--- config.mk ---
export PLATFORM = sky130hd
export DESIGN_NAME = board_ctl_regs
export DESIGN_NICKNAME = d
export VERILOG_FILES = /design/src/rtl/board_ctl_pkg.sv /design/src/rtl/board_ctl_rst_sync.sv /design/src/rtl/board_ctl_decode.sv /design/src/rtl/board_ctl_slot_status.sv /design/src/rtl/board_ctl_resp.sv /design/src/rtl/board_ctl_regs.sv
export SDC_FILE = /design/constraint.sdc
export NUM_CORES = 1
export LEC_CHECK = 0
export BUFFER_PORTS_ARGS = -buffer_cell sky130_fd_sc_hd__buf_2
export CAP_MARGIN = 20
export CORE_MARGIN = 2
export CORE_UTILIZATION = 40
export DETAILED_ROUTE_END_ITERATION = 7
export PLACE_DENSITY = 0.72
export SETUP_SLACK_MARGIN = 0.1
export SLEW_MARGIN = 20
export SYNTH_ARGS = -nofsm -noshare
export SYNTH_HDL_FRONTEND = slang
export SYNTH_HIERARCHICAL = 1
export SYNTH_SLANG_ARGS = --single-unit
--- constraint.sdc ---
create_clock -name clk -period 3.4 [get_ports clk]
set_clock_uncertainty 0.1 [all_clocks]
set_input_delay 0.68 -clock clk [delete_from_list [all_inputs] [get_ports clk]]
set_output_delay 0.68 -clock clk [all_outputs]
set_load 0.01 [all_outputs]
--- src/rtl/board_ctl_pkg.sv ---
package board_ctl_pkg;
  localparam int unsigned WORD_W     = 32;
  localparam int unsigned NUM_WORDS  = 4;
  localparam int unsigned IX_IDENT   = 0;
  localparam int unsigned IX_FLASH   = 1;
  localparam int unsigned IX_SLOT    = 2;
  localparam int unsigned IX_DECODE  = 3;
  localparam int unsigned WP_POS     = 0;
  localparam int unsigned CD_POS     = 3;

  typedef struct packed {
    logic ident;
    logic flash;
    logic slot;
    logic decode;
    logic miss;
  } word_hit_t;
endpackage

--- src/rtl/board_ctl_rst_sync.sv ---
module board_ctl_rst_sync #(
  parameter int unsigned STAGES = 2
) (
  input  logic clk,
  input  logic rst_n,
  output logic rst_sync_n
);
  logic [STAGES-1:0] chain_q;
  logic [STAGES-1:0] chain_d;

  generate
    if (STAGES == 1) begin : g_one
      always_comb chain_d = 1'b1;
    end else begin : g_many
      always_comb chain_d = {chain_q[STAGES-2:0], 1'b1};
    end
  endgenerate

  always_ff @(posedge clk or negedge rst_n) begin
    if (!rst_n) chain_q <= '0;
    else        chain_q <= chain_d;
  end

  assign rst_sync_n = chain_q[STAGES-1];
endmodule

--- src/rtl/board_ctl_decode.sv ---
module board_ctl_decode
  import board_ctl_pkg::*;
#(
  parameter int unsigned IDX_W = 6
) (
  input  logic             sel,
  input  logic [IDX_W-1:0] idx,
  output word_hit_t        hit
);
  localparam logic [IDX_W-1:0] K_IDENT  = IDX_W'(IX_IDENT);
  localparam logic [IDX_W-1:0] K_FLASH  = IDX_W'(IX_FLASH);
  localparam logic [IDX_W-1:0] K_SLOT   = IDX_W'(IX_SLOT);
  localparam logic [IDX_W-1:0] K_DECODE = IDX_W'(IX_DECODE);

  always_comb begin
    hit        = '0;
    hit.ident  = sel && (idx == K_IDENT);
    hit.flash  = sel && (idx == K_FLASH);
    hit.slot   = sel && (idx == K_SLOT);
    hit.decode = sel && (idx == K_DECODE);
    hit.miss   = sel && !(hit.ident || hit.flash || hit.slot || hit.decode);
  end
endmodule

--- src/rtl/board_ctl_slot_status.sv ---
module board_ctl_slot_status
  import board_ctl_pkg::*;
(
  input  logic              clk,
  input  logic              rst_n,
  input  logic              slot_wr,
  input  logic [WORD_W-1:0] wdata,
  input  logic              wp_level,
  input  logic              card_evt,
  output logic              cd_flag,
  output logic [WORD_W-1:0] stat_word
);
  logic cd_q;
  logic cd_d;
  logic cd_en;
  logic clr_req;

  always_comb begin
    clr_req = slot_wr && wdata[CD_POS];
    cd_en   = card_evt || clr_req;
    cd_d    = cd_q;
    if (card_evt)     cd_d = 1'b1;
    else if (clr_req) cd_d = 1'b0;
  end

  always_ff @(posedge clk or negedge rst_n) begin
    if (!rst_n)     cd_q <= 1'b0;
    else if (cd_en) cd_q <= cd_d;
  end

  always_comb begin
    stat_word         = '0;
    stat_word[WP_POS] = wp_level;
    stat_word[CD_POS] = cd_q;
  end

  assign cd_flag = cd_q;
endmodule

--- src/rtl/board_ctl_resp.sv ---
module board_ctl_resp
  import board_ctl_pkg::*;
#(
  parameter logic [WORD_W-1:0] ID_VALUE     = 32'h4103_4003,
  parameter logic [WORD_W-1:0] DECODE_VALUE = 32'h0000_0011
) (
  input  logic              clk,
  input  logic              rst_n,
  input  logic              rd,
  input  word_hit_t         hit,
  input  logic [WORD_W-1:0] stat_word,
  output logic [WORD_W-1:0] rdata,
  output logic              err
);
  logic [WORD_W-1:0] rdata_d, rdata_q;
  logic              err_d, err_q;

  always_comb begin
    rdata_d = '0;
    if (rd) begin
      unique case (1'b1)
        hit.ident:  rdata_d = ID_VALUE;
        hit.slot:   rdata_d = stat_word;
        hit.decode: rdata_d = DECODE_VALUE;
        default:    rdata_d = '0;
      endcase
    end
    err_d = hit.miss;
  end

  always_ff @(posedge clk or negedge rst_n) begin
    if (!rst_n) begin
      rdata_q <= '0;
      err_q   <= 1'b0;
    end else begin
      rdata_q <= rdata_d;
      err_q   <= err_d;
    end
  end

  assign rdata = rdata_q;
  assign err   = err_q;
endmodule

--- src/rtl/board_ctl_regs.sv ---
module board_ctl_regs
  import board_ctl_pkg::*;
#(
  parameter int unsigned       IDX_W        = 6,
  parameter int unsigned       SYNC_STAGES  = 2,
  parameter logic [WORD_W-1:0] ID_VALUE     = 32'h4103_4003,
  parameter logic [WORD_W-1:0] DECODE_VALUE = 32'h0000_0011
) (
  input  logic              clk,
  input  logic              rst_n,
  input  logic              bus_sel,
  input  logic              bus_wr,
  input  logic [IDX_W-1:0]  bus_idx,
  input  logic [WORD_W-1:0] bus_wdata,
  output logic [WORD_W-1:0] bus_rdata,
  output logic              bus_err,
  input  logic              wp_level,
  input  logic              card_evt,
  output logic              card_irq
);
  logic              rst_sync_n;
  word_hit_t         hit;
  logic [WORD_W-1:0] stat_word;
  logic              cd_flag;
  logic              rd_req;
  logic              slot_wr;

  board_ctl_rst_sync #(.STAGES(SYNC_STAGES)) u_rst (
    .clk        (clk),
    .rst_n      (rst_n),
    .rst_sync_n (rst_sync_n)
  );

  board_ctl_decode #(.IDX_W(IDX_W)) u_dec (
    .sel (bus_sel),
    .idx (bus_idx),
    .hit (hit)
  );

  assign rd_req  = bus_sel && !bus_wr;
  assign slot_wr = hit.slot && bus_wr;

  board_ctl_slot_status u_slot (
    .clk       (clk),
    .rst_n     (rst_sync_n),
    .slot_wr   (slot_wr),
    .wdata     (bus_wdata),
    .wp_level  (wp_level),
    .card_evt  (card_evt),
    .cd_flag   (cd_flag),
    .stat_word (stat_word)
  );

  board_ctl_resp #(.ID_VALUE(ID_VALUE), .DECODE_VALUE(DECODE_VALUE)) u_resp (
    .clk       (clk),
    .rst_n     (rst_sync_n),
    .rd        (rd_req),
    .hit       (hit),
    .stat_word (stat_word),
    .rdata     (bus_rdata),
    .err       (bus_err)
  );

  assign card_irq = cd_flag;
endmodule

# --- Word-level counts from Yosys, hierarchy flattened ---
# Index checks and enable logic that the tools add are counted.
op_classes:
  add_sub_neg: 0
  n_mul: 0
  n_div: 0
  n_lt_le_gt_ge: 0
  eq_ne: 3
  n_shift: 0
  mux: 4
  bitwise: 0
  n_reduce_logical: 17
op_table:
  columns: ["op", "n"]
  rows:
  - ["31-bit one-hot mux with 3 select lines", 1]
  - ["31-bit 2-to-1 mux", 1]
  - ["6-bit by 2-bit equality test with 1-bit output (second input constant)", 2]
  - ["1-bit logical AND", 8]
  - ["6-bit by 1-bit equality test with 1-bit output (second input constant)", 1]
  - ["6-bit logical NOT", 1]
  - ["1-bit logical OR", 4]
  - ["1-bit logical NOT", 2]
  - ["1-bit 2-to-1 mux", 2]
  - ["2-bit AND reduction", 1]
  - ["2-bit nonzero test", 1]
word_totals:
  register_bits: 36
  latch_bits: 0
  ramBits: 0
  rom_bits: 0
  input_bits: 44
  output_inout_bits: 34
  wordCells: 28
  n_memories: 0

# --- Logic depth before layout (Yosys ltp) ---
# Gate-level depths: netlist (run 1).
logic_depth:
  word_depth: 7
  ltp_mapped: 5
  mapped_depth_nobuf: 5

# --- By module ---
# The synthesis (run 1) kept the hierarchy.
by_module_without_submodules:
  columns: ["module", "n_inst", "cells_per_inst", "area_each_um2", "seq_area_each_um2"]
  rows:
  - ["board_ctl_resp", 1, 79, 1106.1, 825.8]
  - ["board_ctl_slot_status", 1, 36, 280.3, 25.0]
  - ["board_ctl_decode", 1, 9, 71.3, 0.0]
  - ["board_ctl_rst_sync", 1, 3, 53.8, 50.0]
  - ["board_ctl_regs", 1, 2, 16.3, 0.0]

# --- Worst setup path after synthesis (run 1) ---
# Ideal clock, no wire load.
synth_timing:
  path_kind: "input port to flip-flop"
  start: "in bus_idx[5]"
  end: "reg u_slot.cd_q (netlist: u_slot/cd_flag)"
  setup_ps: 118
  arrival_time_ps: 2022
  t_required_ps: 3182
  path_slack_ps: 1160
  path_stages: 5
  n_path_buf: 0
  cell_sequence: "or4_4 > nor3_1 > and2_2 > nand2_1 > a21o_1"
synth_lines:
  columns: ["item", "line", "rtl"]
  rows:
  - ["from (decl)", "board_ctl_regs.sv:13", "input logic [IDX_W-1:0] bus_idx,"]
  - ["to (signal assigned)", "board_ctl_slot_status.sv:27", "if (!rst_n) cd_q <= 1'b0;"]
  - ["to (signal assigned)", "board_ctl_slot_status.sv:28", "else if (cd_en) cd_q <= cd_d;"]
  - ["to (decl)", "board_ctl_slot_status.sv:13", "logic cd_q;"]

==> results_dict.tcl, run 1 <==
set metrics [dict create \
    fin_crit_sh 0.569 \
    num_antenna_cells 0 \
    end_kind "flop" \
    hold_buffers 0 \
    syn_inst 127 \
    num_rows 22 \
    hold_class "input pin to asynchronous set/reset pin" \
    design.final.nets 217 \
    areaGrowthSynthToFinish_pct 14.8 \
    drcViolationCount 0 \
    dieArea_um2 4300 \
    rsz0062_at_grt "false" \
    cts_tree "yes" \
    cts_resized 0 \
    post_cts_buffers 0 \
    syn_avg_cell_area_um2 11.9 \
    cts_buffers 5 \
    path_class "input pin to flop" \
    setup_viol 0 \
    drv_slew 0 \
    postRouteWirelength_um 1990 \
    worstMarginPinSlew_ns 0.659 \
    grt_overflow 0 \
    htree_levels 2 \
    synth_warnings 6 \
    grt_usage 0.105 \
    report.final.hold_viol_count 0 \
    drtAntennaViolNets 0 \
    max_slew_margin 0.561 \
    crit_fanout 32 \
    root_buffer "clkbuf_8" \
    die-height_um 65.6 \
    die_x_um 65.6 \
    cp_cell_sequence "buf_2 > or4_4 > nor3_2 > buf_4 > a211oi_1 > nor2b_1" \
    p_per_area_nw_per_um2 418 \
    avgViaCountPerCell 3.78 \
    maxCapViolCount 0 \
    clkLatencyLatePin_ns 0.27 \
    drt_pass1_iterations 2 \
    period_minus_slack_ns 1.93 \
    clkTransAtPathRegs_ns 0.06 \
    leakagePower_nw 1.06 \
    gp_congestion 0.618 \
    io_buffers 46 \
    vias 835 \
    power_mw 0.728 \
    coreArea_um2 3660 \
    pin_count 78 \
    syn_area_um2 1520 \
    ir_worst_vdd_uv 216 \
    fin_tns_setup_ns 0 \
    timing.fmax_mhz 517 \
    drive_gt1_frac 0.370 \
    cp.arrival_ns 2.04 \
    startpoint_type "input pin" \
    outcome "finished clean" \
    max_stage_delay_ns 0.56 \
    required_ns 3.51 \
    clkSinkCount 36 \
    grt_max_degree 33 \
    hpwl_um 1460 \
    wl_per_cell_um 9.02 \
    slowest_stage "or4_4" \
    rrSetupSlack_ns 2.35 \
    grt_pass1_vias 753 \
    grt_pass1_wl_um 3220 \
    nFillCells 350 \
    start_util 0.414 \
    clock_path_buffers 2 \
    antenna_found_initial 0 \
    drt_iter0_drc 19 \
]
-- layout make-up --
type | instances | area, µm² | area share
repair buffers | 48 | 245 | 0.141
well taps | 48 | 60.1 | 0.0345
clock buffers | 6 | 72.6 | 0.0417
flip-flops and latches | 36 | 901 | 0.518
clock inverters | 1 | 5.00 | 0.00288
multi-input cells | 82 | 457 | 0.262
-- power breakdown --
group | switching [mW] | internal (mW)
clock network | 0.126 | 0.139
logic | 0.0176 | 0.0109
registers | 0.00410 | 0.431
-- cell usage in the layout (no fill, tap or decap), drive strengths merged --
master,count
dfrtp,36
nor3,1
nor4b,1
and2,2
nand3,1
nor2b,8
a211oi,1
buf,48
a21o,1
and2b,1
nor2,1
or4,1
conb,31
a21oi,7
clkbuf,6
clkinv,1
nand2,2
and3,24
-- metal layers --
metal | GRT usage | routed length, µm
met5 | 0 | 0
met1 | 0.109 | 829
met4 | 0.0625 | 49
met2 | 0.177 | 968
met3 | 0.0411 | 146
-- through the flow --
step | cells | utilization | setup slack [ns] | hold slack, ns | instance area, µm²
finish | 221 | 0.475 | 1.47 | 0.0783 | 1740
global route | 221 | 0.475 | 1.39 | 0.0595 | 1740
CTS | 221 | 0.475 | 1.47 | 0.0638 | 1740
detailed placement | 214 | 0.454 | 1.15 | 0.209 | 1660
global placement | 214 | 0.454 | 1.17 | 0.202 | 1660
floorplan | 156 | - | 1.17 | 0.231 | 1630
-- sequential cells by signal, summed over array words and instances (netlist names) --
register	cells
u_slot/cd_flag	1
u_rst/chain_q	2
u_resp/err	1
u_resp/rdata	32
-- critical path, delay by kind of cell --
family | cells | cell delay, ns
and+or+nand+nor | 3 | 0.86
buffers and inverters | 2 | 0.37
AOI/OAI and AO/OA | 1 | 0.11
-- worst paths after layout --
path | startpoint | endpoint | depth (start not counted)
setup / recovery | bus_idx[5] | u_resp/rdata[0] | 6
hold / removal | rst_n | u_rst/chain_q[0] | 1
setup reg to reg | u_rst/chain_q[1] | u_resp/rdata[6] | 1
hold reg to reg | u_rst/chain_q[1] | u_resp/rdata[4] | 0
max in group asynchronous | u_rst/chain_q[1] | u_resp/rdata[6] | 1
min in group clk | u_rst/chain_q[0] | u_rst/chain_q[1] | 0
(Power assumes the default switching activity.)
==> run 2, diff against run 1 <==
--- a/config.mk
+++ b/config.mk
@@ -5,12 +5,13 @@
 export SDC_FILE = /design/constraint.sdc
 export NUM_CORES = 1
 export LEC_CHECK = 0
+export ABC_AREA = 1
 export BUFFER_PORTS_ARGS = -buffer_cell sky130_fd_sc_hd__buf_2
 export CAP_MARGIN = 20
 export CORE_MARGIN = 2
 export CORE_UTILIZATION = 40
 export DETAILED_ROUTE_END_ITERATION = 7
-export PLACE_DENSITY = 0.72
+export PLACE_DENSITY = 0.71
 export SETUP_SLACK_MARGIN = 0.1
 export SLEW_MARGIN = 20
 export SYNTH_ARGS = -nofsm -noshare
==> constraint.sdc (replaced) <==
create_clock -name clk -period 1.85 [get_ports clk]
set_clock_uncertainty 0.1 [all_clocks]
set_input_delay 0.37 -clock clk [delete_from_list [all_inputs] [get_ports clk]]
set_output_delay 0.37 -clock clk [all_outputs]
set_load 0.01 [all_outputs]
==> run 2 against run 1 <==
Against the previous run:
- register-to-register slack worse by 1.2 ns
- non-clock buffer count is 4 higher
- global-route usage up 0.26 points
- synthesized cell count rose by 28%
- clock power grew 120%
- total power is 99% higher
- final cell count grew 20%
- sequential share of layout area fell by 3.7 points
- critical path depth fell by 5
- first-iteration DRC count rose to 2.9 times the previous value
- critical path type is now flop to output pin
- combinational power rose to 2.6 times the previous value
- synthesized area up 6.1%
==> results_dict.tcl, run 2 <==
set metrics [dict create \
    outcome "finished clean" \
    cp.arrival_ns 0.83 \
    clkLatencyLatePin_ns 0.28 \
    clkSinkCount 36 \
    areaGrowthSynthToFinish_pct 16.4 \
    drt_pass1_iterations 4 \
    r2r_start "u_slot/cd_flag" \
    design.final.nets 259 \
    htree_levels 2 \
    worstMarginPinSlew_ns 0.546 \
    period_minus_slack_ns 1.30 \
    crit_path_start "u_slot/cd_flag" \
    crit_buf_inv 1 \
    post-place-ws_ns 0.468 \
    drtAntennaViolNets 0 \
    final_util 0.475 \
    startpoint_type "flop" \
    slowest_stage "dfrtp_1" \
    path_class "flop to output pin" \
    clock_path_buffers 2 \
    wl_per_cell_um 7.84 \
    drt_iter0_drc 55 \
    pin_count 78 \
    max_stage_delay_ns 0.40 \
    gr-usage-met2 0.177 \
    cp_cell_sequence "buf_2" \
    num_antenna_cells 0 \
    drv_slew 0 \
    gp_congestion 0.777 \
    avgViaCountPerCell 3.66 \
    num_rows 23 \
    path_delay_family "flip-flops" \
    die_x_um 67.4 \
    report.final.hold_viol_count 0 \
    fin_crit_sh 0.701 \
    p_per_area_nw_per_um2 773 \
    max_slew_margin 0.634 \
    setup_ws_ns 0.552 \
    cts_buffers 5 \
    coreArea_um2 3940 \
    start_util 0.408 \
    largest_reg_flops 32 \
    vias 970 \
    setup_viol 0 \
    die-height_um 67.4 \
    end_kind "output pin" \
    timing.fmax_mhz 771 \
    antenna_found_initial 0 \
    required_ns 1.38 \
    grt_usage 0.107 \
    use_met3 0.0433 \
    postRouteWirelength_um 2080 \
    grt-busiest-layer "met2" \
    leakagePower_nw 1.12 \
    dieArea_um2 4550 \
    layout_commonest_cell "buf_2" \
    hold_class "flop to asynchronous set/reset pin" \
    grt_max_degree 24 \
    rsz0062_at_grt "false" \
    syn_area_um2 1610 \
    final_cell_mix "46 x buf_2, 36 x dfrtp_1, 31 x conb_1, 29 x inv_1, 20 x nor2_2" \
    grt_use_met1 0.120 \
    cts_tree "yes" \
    clkTransAtPathRegs_ns 0.07 \
    syn_inst 163 \
    grt_pass1_vias 887 \
    drcViolationCount 0 \
    grt_pass1_wl_um 3550 \
    post_cts_buffers 0 \
    drive_gt1_frac 0.377 \
    ir_worst_vdd_uv 389 \
    io_buffers 46 \
    maxCapViolCount 0 \
    root_buffer "clkbuf_8" \
    crit_fanout 3 \
    grt_overflow 0 \
    fin_tns_setup_ns 0 \
    syn_avg_cell_area_um2 9.87 \
    synth_warnings 6 \
    hpwl_um 1580 \
]
==> run 2: layer usage <==
layer  wire (µm)  share of wire
met2        1050           0.51
met3         146          0.070
met5           0              0
met4          38          0.018
met1         843           0.41
==> run 2: what timing repair did <==
item / 4_1_cts / 5_1_grt
hold endpoints to repair: 2 / 0
resized for setup: 0 / 0
hold buffers: 1 / 0
==> run 2: layout make-up <==
cell class	count	area (µm²)
flip-flops and latches	36	901
clock buffers	7	96.3
multi-input cells	91	427
repair buffers	52	278
fillers	389	2070
inverters	29	109
well taps	50	62.6
==> run 2: final timing paths <==
path | end | slack, ns | cells past startpoint
worst max-delay path | card_irq | 0.55 | 1
worst min-delay path | u_resp/rdata[11] | 0.11 | 1
worst max register to register | u_slot/cd_flag | 1.14 | 2
worst min register to register | u_resp/rdata[11] | 0.11 | 1
max in group asynchronous | u_rst/chain_q[1] | 1.27 | 2
min in group clk | u_slot/cd_flag | 0.17 | 3
==> run 2: worst reg2reg max path, delay by kind of cell (launching register included) <==
family	cells	cell delay, ns
simple gates	2	0.11
flops	1	0.40
==> run 2: through the flow <==
stage          hold slack, ns  power, mW  area (µm²)  instances
2_1_floorplan         -0.0256      0.901        1720        192
3_3_place_gp           0.0567      0.879        1770        257
3_5_place_dp           0.0567      0.880        1770        257
4_1_cts                 0.118       1.47        1870        265
5_1_grt                 0.134       1.50        1870        265
6_report                0.108       1.45        1870        265
==> run 2: where the power goes <==
group | switching, mW | internal, mW
clock | 0.250 | 0.331
sequential | 0.00121 | 0.792
combinational | 0.0493 | 0.0250
total | 0.300 | 1.15
==> run 3, diff against run 2 <==
==> constraint.sdc (replaced) <==
create_clock -name clk -period 1.2 [get_ports clk]
set_clock_uncertainty 0.1 [all_clocks]
set_input_delay 0.24 -clock clk [delete_from_list [all_inputs] [get_ports clk]]
set_output_delay 0.24 -clock clk [all_outputs]
set_load 0.01 [all_outputs]
==> run 3 against run 2 <==
Against the previous run:
- non-clock buffer count is the same
- final cell count grew 0.38%
- via count shrank 2.3%
- first-iteration DRC count shrank 44%
- largest power group unchanged
- highest routed layer unchanged
==> results_dict.tcl, run 3 (synthesized netlist as in run 2, its figures left out) <==
set metrics [dict create \
    crit_path_start "u_slot/cd_flag" \
    clock_path_buffers 2 \
    end_kind "output pin" \
    setup_viol 0 \
    r2r_start "u_slot/cd_flag" \
    setup_ws_ns 0.0623 \
    pin_count 78 \
    crit_fanout 2 \
    grt_pass1_vias 869 \
    post-place-ws_ns -0.0191 \
    areaGrowthSynthToFinish_pct 19.8 \
    nFillCells 378 \
    whs_ns 0.0476 \
    period_minus_slack_ns 1.14 \
    cp.arrival_ns 0.80 \
    antenna_found_initial 0 \
    layout_commonest_cell "buf_2" \
    path_depth 1 \
    drive_gt1_frac 0.380 \
    drt_iter0_drc 31 \
    slowest_stage "dfrtp_1" \
    outcome "finished clean" \
    leakagePower_nw 1.12 \
    root_buffer "clkbuf_8" \
    timing.fmax_mhz 879 \
    coreArea_um2 3940 \
    final_util 0.489 \
    drcViolationCount 0 \
    clkTransAtPathRegs_ns 0.07 \
    grt_max_degree 35 \
    grt_overflow 0 \
    gp_congestion 0.818 \
    crit_buf_inv 1 \
    avgViaCountPerCell 3.56 \
    maxCapViolCount 0 \
    max_stage_delay_ns 0.38 \
    drt_pass1_iterations 2 \
    postRouteWirelength_um 2120 \
    start_util 0.408 \
    die_x_um 67.4 \
    drtAntennaViolNets 0 \
    path_delay_family "flip-flops" \
    grt_pass1_wl_um 3710 \
    die-height_um 67.4 \
    required_ns 0.86 \
    grt_usage 0.112 \
    report.final.hold_viol_count 0 \
    rrSetupSlack_ns 0.38 \
    startpoint_type "flop" \
    cp_cell_sequence "buf_2" \
    ir_worst_vdd_uv 678 \
    p_per_area_nw_per_um2 1170 \
    place_area_um2 1770 \
    cts_buffers 5 \
    reg2reg_to "u_slot/cd_flag" \
    wl_per_cell_um 7.98 \
    hold_class "input pin to flop" \
    rsz0062_at_grt "true" \
    clkSinkCount 36 \
    fin_crit_sh 0.948 \
    cts_tree "yes" \
    num_antenna_cells 0 \
    crit_path_end "card_irq" \
    num_rows 23 \
    vias 948 \
    largest_reg_flops 32 \
    design.final.nets 259 \
    path_class "flop to output pin" \
    drv_slew 0 \
    io_buffers 46 \
    dieArea_um2 4550 \
    rr_worst_depth 3 \
    final_cell_mix "40 x buf_2, 35 x dfrtp_1, 31 x conb_1, 29 x inv_1, 20 x nor2_2" \
    clkLatencyLatePin_ns 0.27 \
    final_area_um2 1930 \
    htree_levels 2 \
    hpwl_um 1530 \
]
[run 3: worst min-delay path by stage]
stage | start | endpoint | slack (ns) | depth (start not counted)
2_1_floorplan | rst_n | u_rst/chain_q[0] | -0.16 | 0
3_3_place_gp | rst_n | u_rst/chain_q[0] | -0.07 | 1
3_5_place_dp | rst_n | u_rst/chain_q[0] | -0.07 | 1
4_1_cts | card_evt | u_slot/cd_flag | 0.04 | 3
5_1_grt | card_evt | u_slot/cd_flag | 0.05 | 3
6_report | card_evt | u_slot/cd_flag | 0.05 | 3
[run 3: what timing repair did]
action	in CTS	in global routing
buffers inserted	1	0
hold buffers	1	0
hold endpoints to repair	2	0
endpoints found under the setup margin	34	34
resized for setup	0	6
[run 3: cell type report]
type | instances | area, µm² | area share
Clock buffer | 8 | 100 | 0.0519
Timing Repair Buffer | 52 | 328 | 0.170
Tap cell | 50 | 62.6 | 0.0324
Multi-Input combinational cell | 91 | 427 | 0.221
Sequential cell | 36 | 902 | 0.468
Inverter | 29 | 109 | 0.0565
[run 3: metal layers]
layer  vias up  GRT usage  share of wire
met2        26      0.191           0.51
met1       412      0.123           0.42
met5         -          0              0
li1        508          -              -
met4         0     0.0459         0.0061
met3         2     0.0483          0.064
[run 3: per-stage QoR]
step	instances	TNS, ns	total power, mW
2_1_floorplan	192	0	1.39
5_1_grt	266	0	2.37
6_report	266	0	2.25
3_3_place_gp	256	0	1.36
3_5_place_dp	256	-0.0191	1.36
4_1_cts	266	0	2.29
[run 3: worst register-to-register path, cell delays in order (launching register included)]
cell and delay (ns):
dfrtp_1 0.38, buf_4 0.14, nand2_1 0.05, nand2_1 0.04
[run 3: power breakdown]
part / internal [mW] / leakage, nW / switching, mW / total (mW)
logic: 0.0415 / 0.582 / 0.0764 / 0.118
registers: 1.22 / 0.490 / 0.00269 / 1.22
clock network: 0.524 / 0.0515 / 0.383 / 0.907
